File: src/rtl/evctr_bank.sv
module evctr_bank #(
  parameter int NUM_CTR = 11,
  parameter int DW      = 32,
  parameter int EV_NUM  = 16,
  parameter int SEL_W   = 7,
  parameter int AW      = 8
) (
  input  logic              clk,
  input  logic              rst_n,
  input  logic              bus_sel,
  input  logic              bus_wr,
  input  logic [AW-1:0]     bus_addr,
  input  logic [DW-1:0]     bus_wdata,
  output logic [DW-1:0]     bus_rdata,
  input  logic [EV_NUM-1:0] evt_in,
  output logic              irq_o
);
  localparam logic [AW-1:0] GCTL_ADDR = AW'('h40);
  localparam logic [AW-1:0] BANK_BASE = AW'('h50);
  localparam int IDX_W   = AW - 4;
  localparam int EVI_W   = $clog2(EV_NUM);
  localparam int FRZ_BIT = 31;
  localparam int IE_BIT  = 30;
  localparam int FCE_BIT = 29;
  localparam int CE_BIT  = 26;
  localparam int EVT_LSB = 16;

  logic g_frz, g_ie, g_fce;
  logic [NUM_CTR-1:0] l_frz, l_ce;
  logic [SEL_W-1:0] l_evt [NUM_CTR];
  logic [DW-1:0] l_b [NUM_CTR];
  logic [DW-1:0] cnt [NUM_CTR];
  logic [DW-1:0] cyc_hi;

  logic [AW-1:0] off;
  logic [IDX_W-1:0] idx;
  logic [1:0] sub;
  logic wr, g_wr, bank_hit, wh;
  logic [NUM_CTR-1:0] wa, wb, wc, wany, inc, msb, ovf_hit;
  logic trip;

  assign off      = bus_addr - BANK_BASE;
  assign idx      = off[AW-1:4];
  assign sub      = off[3:2];
  assign wr       = bus_sel && bus_wr;
  assign g_wr     = wr && (bus_addr == GCTL_ADDR);
  assign bank_hit = (bus_addr >= BANK_BASE) && (int'(idx) < NUM_CTR);

  always_comb begin
    wa = '0; wb = '0; wc = '0; wh = 1'b0;
    if (wr && bank_hit) begin
      case (sub)
        2'd0: wa[idx] = 1'b1;
        2'd1: wb[idx] = 1'b1;
        2'd2: wc[idx] = 1'b1;
        default: wh = (idx == '0);
      endcase
    end
  end

  for (genvar n = 0; n < NUM_CTR; n++) begin : g_ctr
    logic run;
    assign run = !g_frz && !l_frz[n];
    if (n == 0) begin : g_cyc
      assign inc[n]     = run;
      assign msb[n]     = cyc_hi[DW-1];
      assign wany[n]    = wc[n] || wh;
      assign ovf_hit[n] = inc[n] && !wany[n] && ({cyc_hi, cnt[n]} == {1'b0, {(2*DW-1){1'b1}}});
    end else begin : g_evt
      logic evt_hit;
      assign evt_hit    = (int'(l_evt[n]) < EV_NUM) && evt_in[l_evt[n][EVI_W-1:0]];
      assign inc[n]     = run && evt_hit;
      assign msb[n]     = cnt[n][DW-1];
      assign wany[n]    = wc[n];
      assign ovf_hit[n] = inc[n] && !wany[n] && (cnt[n] == {1'b0, {(DW-1){1'b1}}});
    end
  end

  assign trip  = g_ie && g_fce && |(ovf_hit & l_ce);
  assign irq_o = g_ie && g_fce && |(msb & l_ce);

  always_ff @(posedge clk or negedge rst_n) begin
    if (!rst_n) begin
      g_frz  <= 1'b1;
      g_ie   <= 1'b0;
      g_fce  <= 1'b0;
      l_frz  <= '0;
      l_ce   <= '0;
      cyc_hi <= '0;
      for (int n = 0; n < NUM_CTR; n++) begin
        l_evt[n] <= '0;
        l_b[n]   <= '0;
        cnt[n]   <= '0;
      end
    end else begin
      if (trip)      g_frz <= 1'b1;
      else if (g_wr) g_frz <= bus_wdata[FRZ_BIT];
      if (g_wr) begin
        g_ie  <= bus_wdata[IE_BIT];
        g_fce <= bus_wdata[FCE_BIT];
      end
      for (int n = 0; n < NUM_CTR; n++) begin
        if (wa[n]) begin
          l_frz[n] <= bus_wdata[FRZ_BIT];
          l_ce[n]  <= bus_wdata[CE_BIT];
          l_evt[n] <= bus_wdata[EVT_LSB +: SEL_W];
        end
        if (wb[n]) l_b[n] <= bus_wdata;
      end
      if (wc[0])       cnt[0] <= bus_wdata;
      else if (wh)     cyc_hi <= bus_wdata;
      else if (inc[0]) {cyc_hi, cnt[0]} <= {cyc_hi, cnt[0]} + 1'b1;
      for (int n = 1; n < NUM_CTR; n++) begin
        if (wc[n])       cnt[n] <= bus_wdata;
        else if (inc[n]) cnt[n] <= cnt[n] + 1'b1;
      end
    end
  end

  always_comb begin
    bus_rdata = '0;
    if (bus_addr == GCTL_ADDR) begin
      bus_rdata[FRZ_BIT] = g_frz;
      bus_rdata[IE_BIT]  = g_ie;
      bus_rdata[FCE_BIT] = g_fce;
    end else if (bank_hit) begin
      case (sub)
        2'd0: begin
          bus_rdata[FRZ_BIT]             = l_frz[idx];
          bus_rdata[CE_BIT]              = l_ce[idx];
          bus_rdata[EVT_LSB +: SEL_W]    = l_evt[idx];
        end
        2'd1:    bus_rdata = l_b[idx];
        2'd2:    bus_rdata = cnt[idx];
        default: bus_rdata = (idx == '0) ? cyc_hi : '0;
      endcase
    end
  end

  for (genvar n = 0; n < NUM_CTR; n++) begin : g_chk
    AST_FREEZE_HOLD: assert property (@(posedge clk) disable iff (!rst_n)
      ($past(g_frz) || $past(l_frz[n])) && !$past(wany[n]) |-> cnt[n] == $past(cnt[n]));
    AST_SINGLE_STEP: assert property (@(posedge clk) disable iff (!rst_n)
      !$past(wany[n]) |-> (cnt[n] - $past(cnt[n])) <= DW'(1));
    AST_OVF_FREEZE: assert property (@(posedge clk) disable iff (!rst_n)
      $past(g_ie && g_fce && l_ce[n] && !msb[n] && !wany[n]) && msb[n] |-> g_frz);
  end

  AST_IRQ_GATED: assert property (@(posedge clk) disable iff (!rst_n)
    irq_o |-> g_ie && g_fce);
endmodule

File: config.mk
export PLATFORM = sky130hd
export DESIGN_NAME = evctr_bank
export DESIGN_NICKNAME = d
export VERILOG_FILES = /design/src/rtl/evctr_bank.sv
export SDC_FILE = /design/constraint.sdc
export NUM_CORES = 2
export LEC_CHECK = 0
export BUFFER_PORTS_ARGS = -buffer_cell sky130_fd_sc_hd__buf_2
export CORE_MARGIN = 2
export CORE_UTILIZATION = 45
export DETAILED_ROUTE_END_ITERATION = 7
export GPL_ROUTABILITY_DRIVEN = 1
export HOLD_SLACK_MARGIN = 0.08
export PLACE_DENSITY_LB_ADDON = 0.08
export REMOVE_ABC_BUFFERS = 1
export SKIP_CTS_REPAIR_TIMING = 1
export SYNTH_ARGS = -nofsm -noshare
export SYNTH_HDL_FRONTEND = slang
export SYNTH_SLANG_ARGS = --single-unit
File: constraint.sdc
create_clock -name clk -period 3.1 [get_ports clk]
set_input_delay 0.155 -clock clk [delete_from_list [all_inputs] [get_ports clk]]
set_output_delay 0.155 -clock clk [all_outputs]
set_load 0.01 [all_outputs]
### Word level (Yosys, flattened, before mapping)

Index checks and enable logic that the tools add are counted.

| word-level totals | value |
|---|---|
| logic and storage cells | 300 |
| input port bits | 60 |
| output and inout bits | 33 |
| register bits after elaboration | 838 |

| operators by class | value |
|---|---|
| $add $sub $neg | 12 |
| mux-type cells | 80 |
| magnitude comparators | 25 |
| equality and inequality tests | 15 |
| reduce and logical (&&, ||, !) cells | 105 |
| bitwise gates (word level) | 4 |

Operator list:

| operator | number |
|---|---|
| $mux 32 | 31 |
| $add 32x1->32 const B | 10 |
| $eq 32x31->1 const B | 10 |
| $bmux 32 s4 | 2 |
| $lt 7x5->1 const B | 10 |
| $mux 11 | 6 |
| $add 64x1->64 const B | 1 |
| $eq 64x63->1 const B | 1 |
| $logic_and 1x1->1 | 61 |
| $lt 4x5->1 const B | 11 |
| $bmux 1 s4 | 12 |
| $pmux 16 s3 | 1 |
| $mux 29 | 1 |
| $bmux 7 s4 | 1 |
| $reduce_bool 2->1 | 13 |
| $logic_not 1->1 | 23 |
| $and 11x11->11 | 2 |
| $reduce_or 11->1 | 2 |
| $pmux 7 s3 | 1 |
| $mux 1 | 17 |
| $mux 7 | 2 |
| $pmux 4 s3 | 1 |
| $pmux 3 s3 | 1 |
| $eq 8x7->1 const B | 1 |
| 18 further kinds | 20 |

### Depth between registers and ports, before layout

| depth | value |
|---|---|
| word-level depth | 15 |
| mapped depth | 17 |

### Worst setup path before layout

Ideal clock, no wire load.

| path | value |
|---|---|
| kind | in2out |
| from | input port bus_addr[4] |
| to | output port bus_rdata[29] |
| required time | 2.945 ns |
| data arrival time | 3.252 ns |
| path buffers | 7 |
| stages on the path | 13 |
| setup slack | -0.307 ns |
| path through | buf_2 -> buf_2 -> inv_1 -> clkbuf_1 -> buf_1 -> ha_1 -> clkbuf_1 -> buf_1 -> buf_1 -> mux4_2 -> a31oi_1 -> o211ai_1 -> a32o_1 |

| on the way | value |
|---|---|
| longest elaborated chain between the ends | 8 |
| elaborated cells between the ends (all ways) | 17 |
| classes of those cells | add/sub (1); order compare (2); eq/ne (1); mux (10); bitwise (1); reduce/logical (2) |

RTL lines:

| element | line | source |
|---|---|---|
| from (decl) | 12 | `input logic [AW-1:0] bus_addr,` |
| $sub 8x7->8 | 42 | `assign off = bus_addr - BANK_BASE;` |
| $not 4->5 (not written as such) | 133, 134 |  |
| $bmux 32 s4 (on tied branches) | 134, 133 |  |
| $mux 32 (on tied branches) (2 in series) | 134, 133 |  |
| $pmux 4 s3 | 127 | `case (sub)` |
| $mux 32 | 126 | `end else if (bank_hit) begin` |
| $mux 3 (*) | 122 | `if (bus_addr == GCTL_ADDR) begin` |
| to (decl) | 14 | `output logic [DW-1:0] bus_rdata,` |

Mark *: on every way between the ends. The rest lies on a longest branch, timed or not. The select of a mux whose other input is x is not followed.

### Worst setup path in the final report

| path | value |
|---|---|
| from | register cnt[271] (netlist bit) |
| to | output port bus_rdata[15] |

| on the way | value |
|---|---|
| longest elaborated chain between the ends | 6 |

RTL lines:

| element | line | source |
|---|---|---|
| from (decl) | 32 | `logic [DW-1:0] cnt [NUM_CTR];` |
| from (signal, indexed assignment) | 114 | `if (wc[n]) cnt[n] <= bus_wdata;` |
| from (signal, indexed assignment) | 115 | `else if (inc[n]) cnt[n] <= cnt[n] + 1'b1;` |
| $bmux 32 s4 | 134 | `2'd2: bus_rdata = cnt[idx];` |
| $mux 32 (not written as such) (2 in series) | 134 |  |
| $pmux 16 s3 | 127 |  |
| $mux 32 | 126 |  |
| $mux 29 | 122 |  |

Every way passes these cells. The select of a mux whose other input is x is not followed.

==> report_table.html <==
<table>
<tr><th>Metric</th><th>Value</th></tr>
<tr><th colspan="2">GRT</th></tr>
<tr><td>Number of global-route vias before repair</td><td>around 37k</td></tr>
<tr><td>Total track usage</td><td>31.6%</td></tr>
<tr><td>Remaining global-route overflow</td><td>0</td></tr>
<tr><td>Number of antenna violations at the first check in global routing</td><td>8</td></tr>
<tr><td>Maximum number of pins on one net before global-route repair</td><td>between 90 and 100</td></tr>
<tr><td>Wire length of the first global-routing pass</td><td>~250 mm</td></tr>
<tr><th colspan="2">Worst setup path</th></tr>
<tr><td>Buffers &amp; Inverters on Critical Path</td><td>2</td></tr>
<tr><td>Cell family contributing the most delay on the critical path</td><td>compound AO/OA/AOI/OAI gates</td></tr>
<tr><td>Slowest library cell on the worst path</td><td>sky130_fd_sc_hd__mux4_2</td></tr>
<tr><td>Worst EP arrival</td><td>2.89 ns</td></tr>
<tr><td>CP startpoint kind</td><td>flip-flop</td></tr>
<tr><td>Type of the worst setup path</td><td>reg2out</td></tr>
<tr><td>Worst Setup End Kind</td><td>output port</td></tr>
<tr><td>Cell repeated most along the worst path</td><td>sky130_fd_sc_hd__a21oi_1</td></tr>
<tr><td>Delay of the slowest critical-path stage</td><td>between 0.5 and 0.6 ns</td></tr>
<tr><td>Cell-by-cell trace of the critical path</td><td>mux4_2, a21oi_1, o21ai_0, a22oi_1, a21oi_1, buf_4, buf_2</td></tr>
<tr><td>Required time at the endpoint of the critical path</td><td>~2.9 ns</td></tr>
<tr><td>Peak fanout along the critical path</td><td>4</td></tr>
<tr><th colspan="2">Placed design</th></tr>
<tr><td>DPL Wire Length</td><td>116 mm</td></tr>
<tr><td>Worst Setup Slack post-DPL</td><td>-0.0467 ns</td></tr>
<tr><td>Routability congestion estimate from global placement</td><td>0.935</td></tr>
<tr><td>Cell area reported after detailed placement</td><td>between 50000 and 60000 sq um</td></tr>
<tr><td># port buffers</td><td>roughly 90</td></tr>
<tr><th colspan="2">Finish</th></tr>
<tr><td>Highest-count cells in the layout ignoring fill and taps</td><td>sky130_fd_sc_hd__dfrtp_1, sky130_fd_sc_hd__nor2_1, sky130_fd_sc_hd__mux2_2, sky130_fd_sc_hd__a21oi_1, sky130_fd_sc_hd__nand2_1</td></tr>
<tr><td>Layout-stage area growth over the synthesis result</td><td>16.1%</td></tr>
<tr><td>Ratio of cells with drive above 1 in the final layout</td><td>between 20% and 30%</td></tr>
<tr><td>Net total in the final layout</td><td>slightly below 5k</td></tr>
<tr><td>Most common library cell in the layout ignoring fill and taps</td><td>sky130_fd_sc_hd__dfrtp_1</td></tr>
<tr><td>Fillers</td><td>9442</td></tr>
<tr><td>Final instance area</td><td>about 55000 sq um</td></tr>
<tr><th colspan="2">Routing</th></tr>
<tr><td>Drt wl/cell</td><td>27.3 um</td></tr>
<tr><td>Final routed wirelength across all metal layers</td><td>170 mm</td></tr>
<tr><td>Antenna-violating nets left</td><td>0</td></tr>
<tr><td>DRC</td><td>0</td></tr>
<tr><td>Count of vias placed by the detailed router</td><td>approximately 38k</td></tr>
<tr><td>Initial DRC count</td><td>4072</td></tr>
<tr><td>Via-per-instance ratio</td><td>between 6 and 7</td></tr>
<tr><td>Detailed-routing iteration count for the pre-antenna-repair pass</td><td>6</td></tr>
<tr><th colspan="2">Power</th></tr>
<tr><td>Power share of the clock group</td><td>between 30% and 40%</td></tr>
<tr><td>Largest voltage drop on the vdd net</td><td>0.486 mV</td></tr>
<tr><td>Leak Pwr</td><td>approximately 24 nW</td></tr>
<tr><td>Portion of total power attributed to combinational logic</td><td>a little under a fifth</td></tr>
<tr><td>Ratio of total power to cell area</td><td>a little under 600 nW/um^2</td></tr>
<tr><td>Power share of the sequential group</td><td>between 40% and 50%</td></tr>
<tr><td>Net switching fraction of the power</td><td>a little under a third</td></tr>
<tr><td>Switching component of the power</td><td>roughly 10 mW</td></tr>
<tr><td>Internal power of the cells</td><td>about 23 mW</td></tr>
<tr><th colspan="2">STA</th></tr>
<tr><td>Relative slew slack</td><td>19.2%</td></tr>
<tr><td>Setup violation total in the final timing report</td><td>0</td></tr>
<tr><td>Part of the cycle the worst path needs</td><td>between 90 and 100%</td></tr>
<tr><td>Worst path setup slack after routing</td><td>about 0.056 ns</td></tr>
<tr><td>Hold Vio Cnt, Final</td><td>0</td></tr>
<tr><td>Fin Clk Skew</td><td>approximately 0.032 ns</td></tr>
<tr><td>Post-layout minimum cycle time</td><td>a little over 3 ns</td></tr>
<tr><td>Total negative setup slack</td><td>0 ns</td></tr>
<tr><td>Transition time at the pin with the least slew margin</td><td>about 1.2 ns</td></tr>
<tr><td>RSZ-0062 raised after global routing</td><td>yes</td></tr>
<tr><td>Worst slack on hold paths</td><td>about 0.064 ns</td></tr>
<tr><td>Maximum operating frequency</td><td>approximately 330 MHz</td></tr>
<tr><td>Max-slew violations</td><td>0</td></tr>
<tr><th colspan="2">Clock tree</th></tr>
<tr><td>CTS max path bufs</td><td>3</td></tr>
<tr><td>Number of levels in the clock H-tree</td><td>3</td></tr>
<tr><td>Clock transition at the registers of the reported paths</td><td>0.06 ns</td></tr>
<tr><td>TritonCTS clock tree</td><td>done</td></tr>
<tr><td>CTS Root Cell</td><td>sky130_fd_sc_hd__clkbuf_16</td></tr>
<tr><td>CTS sink count</td><td>838</td></tr>
<tr><td>Clock insertion delay at the later pin of the skew report</td><td>~0.7 ns</td></tr>
<tr><td>Total CTS buffers</td><td>99</td></tr>
<tr><th colspan="2">Logic synthesis</th></tr>
<tr><td>#FFs+latches synth</td><td>between 800 and 900</td></tr>
<tr><td>Most used DFF post-synth</td><td>sky130_fd_sc_hd__dfrtp_1</td></tr>
<tr><td>Post-Synthesis Cell Area</td><td>47400 sq um</td></tr>
<tr><td>Number of enable-type register cells in the synthesized netlist</td><td>0</td></tr>
<tr><td>Share of synthesized area occupied by flip-flops and latches</td><td>44.2%</td></tr>
<tr><td>Share of synthesized registers carrying an async set or reset</td><td>100%</td></tr>
<tr><td>Synthesized instance count</td><td>~4.6k</td></tr>
<tr><td>Number of unique standard cell types used by synthesis</td><td>a little over 80</td></tr>
<tr><td>Synthesized area per cell</td><td>10.2 sq um</td></tr>
<tr><td>Yosys warning count</td><td>0</td></tr>
<tr><th colspan="2">Floorplanning</th></tr>
<tr><td>Number of rows in the core area</td><td>between 100 and 150</td></tr>
<tr><td>Top Ports</td><td>93</td></tr>
<tr><td>Core outline area</td><td>about 100000 sq um</td></tr>
<tr><td>Floorplan die area</td><td>between 100000 and 150000 sq um</td></tr>
<tr><td>X dimension of the die</td><td>~330 um</td></tr>
<tr><td>DIE HEIGHT</td><td>approximately 330 um</td></tr>
<tr><td>Starting utilization of the core area</td><td>between 40 and 50%</td></tr>
<tr><th colspan="2">Min path</th></tr>
<tr><td>Worst min path class</td><td>in2reg</td></tr>
<tr><th colspan="2">Run</th></tr>
<tr><td># Max-Cap Violations</td><td>0</td></tr>
<tr><th colspan="2">Status</th></tr>
<tr><td>Outcome</td><td>completed</td></tr>
</table>
[logic make-up (layout without fill, tap and decap cells)]
family          after synthesis  after routing  share of synthesized area, %
buf+inv                     423            646                          3.60
other cells                   0              4                             0
simple gates               1477           1477                          14.6
mux                         745            745                          21.5
compound gates              790            790                          9.30
fa+ha+maj                    15             15                         0.396
xor+xnor                    343            343                          6.34
flops                       838            838                          44.2
[power by group through the flow]
stage | clock [mW] | combinational [mW] | sequential [mW]
6_report | 12.7 | 6.32 | 13.8
5_1_grt | 13.4 | 6.80 | 14.0
4_1_cts | 12.9 | 6.20 | 13.8
3_5_place_dp | 0 | 6.17 | 13.9
3_3_place_gp | 0 | 6.10 | 13.9
2_1_floorplan | 0 | 3.66 | 13.5
[per-layer routing]
metal	vias to the layer above	share of wire (%)	track usage [%]
met5	-	0.012	0
met4	4	3.9	11.5
met3	282	7.2	5.75
met2	1412	45	48.3
met1	19200	44	44.9
li1	16900	-	-
[Yosys cell counts (103+ instances only)]
library cell	count	area share [%]
sky130_fd_sc_hd__mux4_2	172	8.2
sky130_fd_sc_hd__xnor2_1	164	3.0
sky130_fd_sc_hd__nand2_1	304	2.4
sky130_fd_sc_hd__mux2_2	466	11
sky130_fd_sc_hd__mux2i_1	103	2.2
sky130_fd_sc_hd__a21oi_1	437	4.6
sky130_fd_sc_hd__clkbuf_1	254	2.0
sky130_fd_sc_hd__nor2_1	565	4.5
sky130_fd_sc_hd__dfrtp_1	837	44
sky130_fd_sc_hd__nand3_1	219	2.3
sky130_fd_sc_hd__xor2_1	179	3.3
sky130_fd_sc_hd__o21ai_0	180	1.9
[worst min-delay path, delay by kind of cell]
kind,cells,cell delay [ns]
AOI/OAI and AO/OA,1,0.08
and+or+nand+nor,1,0.13
buffers and inverters,1,0.34
[sequential cells by signal, summed over array words and instances, names as in the netlist]
name	cells
g_frz	1
cyc_hi	32
g_fce	1
l_evt	77
l_b	352
l_ce	11
cnt	352
l_frz	11
g_ie	1
[final timing paths]
path | endpoint | slack (ns) | startpoint | cells past startpoint
max in group asynchronous | cnt[333] | 1.94 | rst_n | 3
worst min-delay path | cnt[163] | 0.06 | bus_wdata[3] | 3
worst min register to register | l_b[217] | 0.48 | l_b[217] | 1
worst max-delay path | bus_rdata[15] | 0.06 | cnt[271] | 7
min in group asynchronous | l_evt[73] | 0.09 | rst_n | 2
worst max register to register | cnt[141] | 0.17 | l_evt[28] | 11
[final cells by class]
cell class	instances	area, sq um	share of cell area [%]
antenna	4	10.0	0.0182
clock buffer	139	2870	5.22
clock inverter	41	683	1.24
inverter	49	186	0.339
multi-input combinational	3370	25000	45.4
sequential	838	21000	38.1
tap	1391	1740	3.16
timing repair buffer	417	3590	6.52
[metrics by stage]
step | utilization [%] | power [mW] | cells
finish | 52.5 | 32.8 | 6249
global route | 52.5 | 34.1 | 6247
CTS | 52.2 | 32.9 | 6225
detailed placement | 48.8 | 20.1 | 6045
global placement | 48.8 | 20.0 | 6045
floorplan | - | 17.1 | 4257
Power figures use the tool's default switching activity.
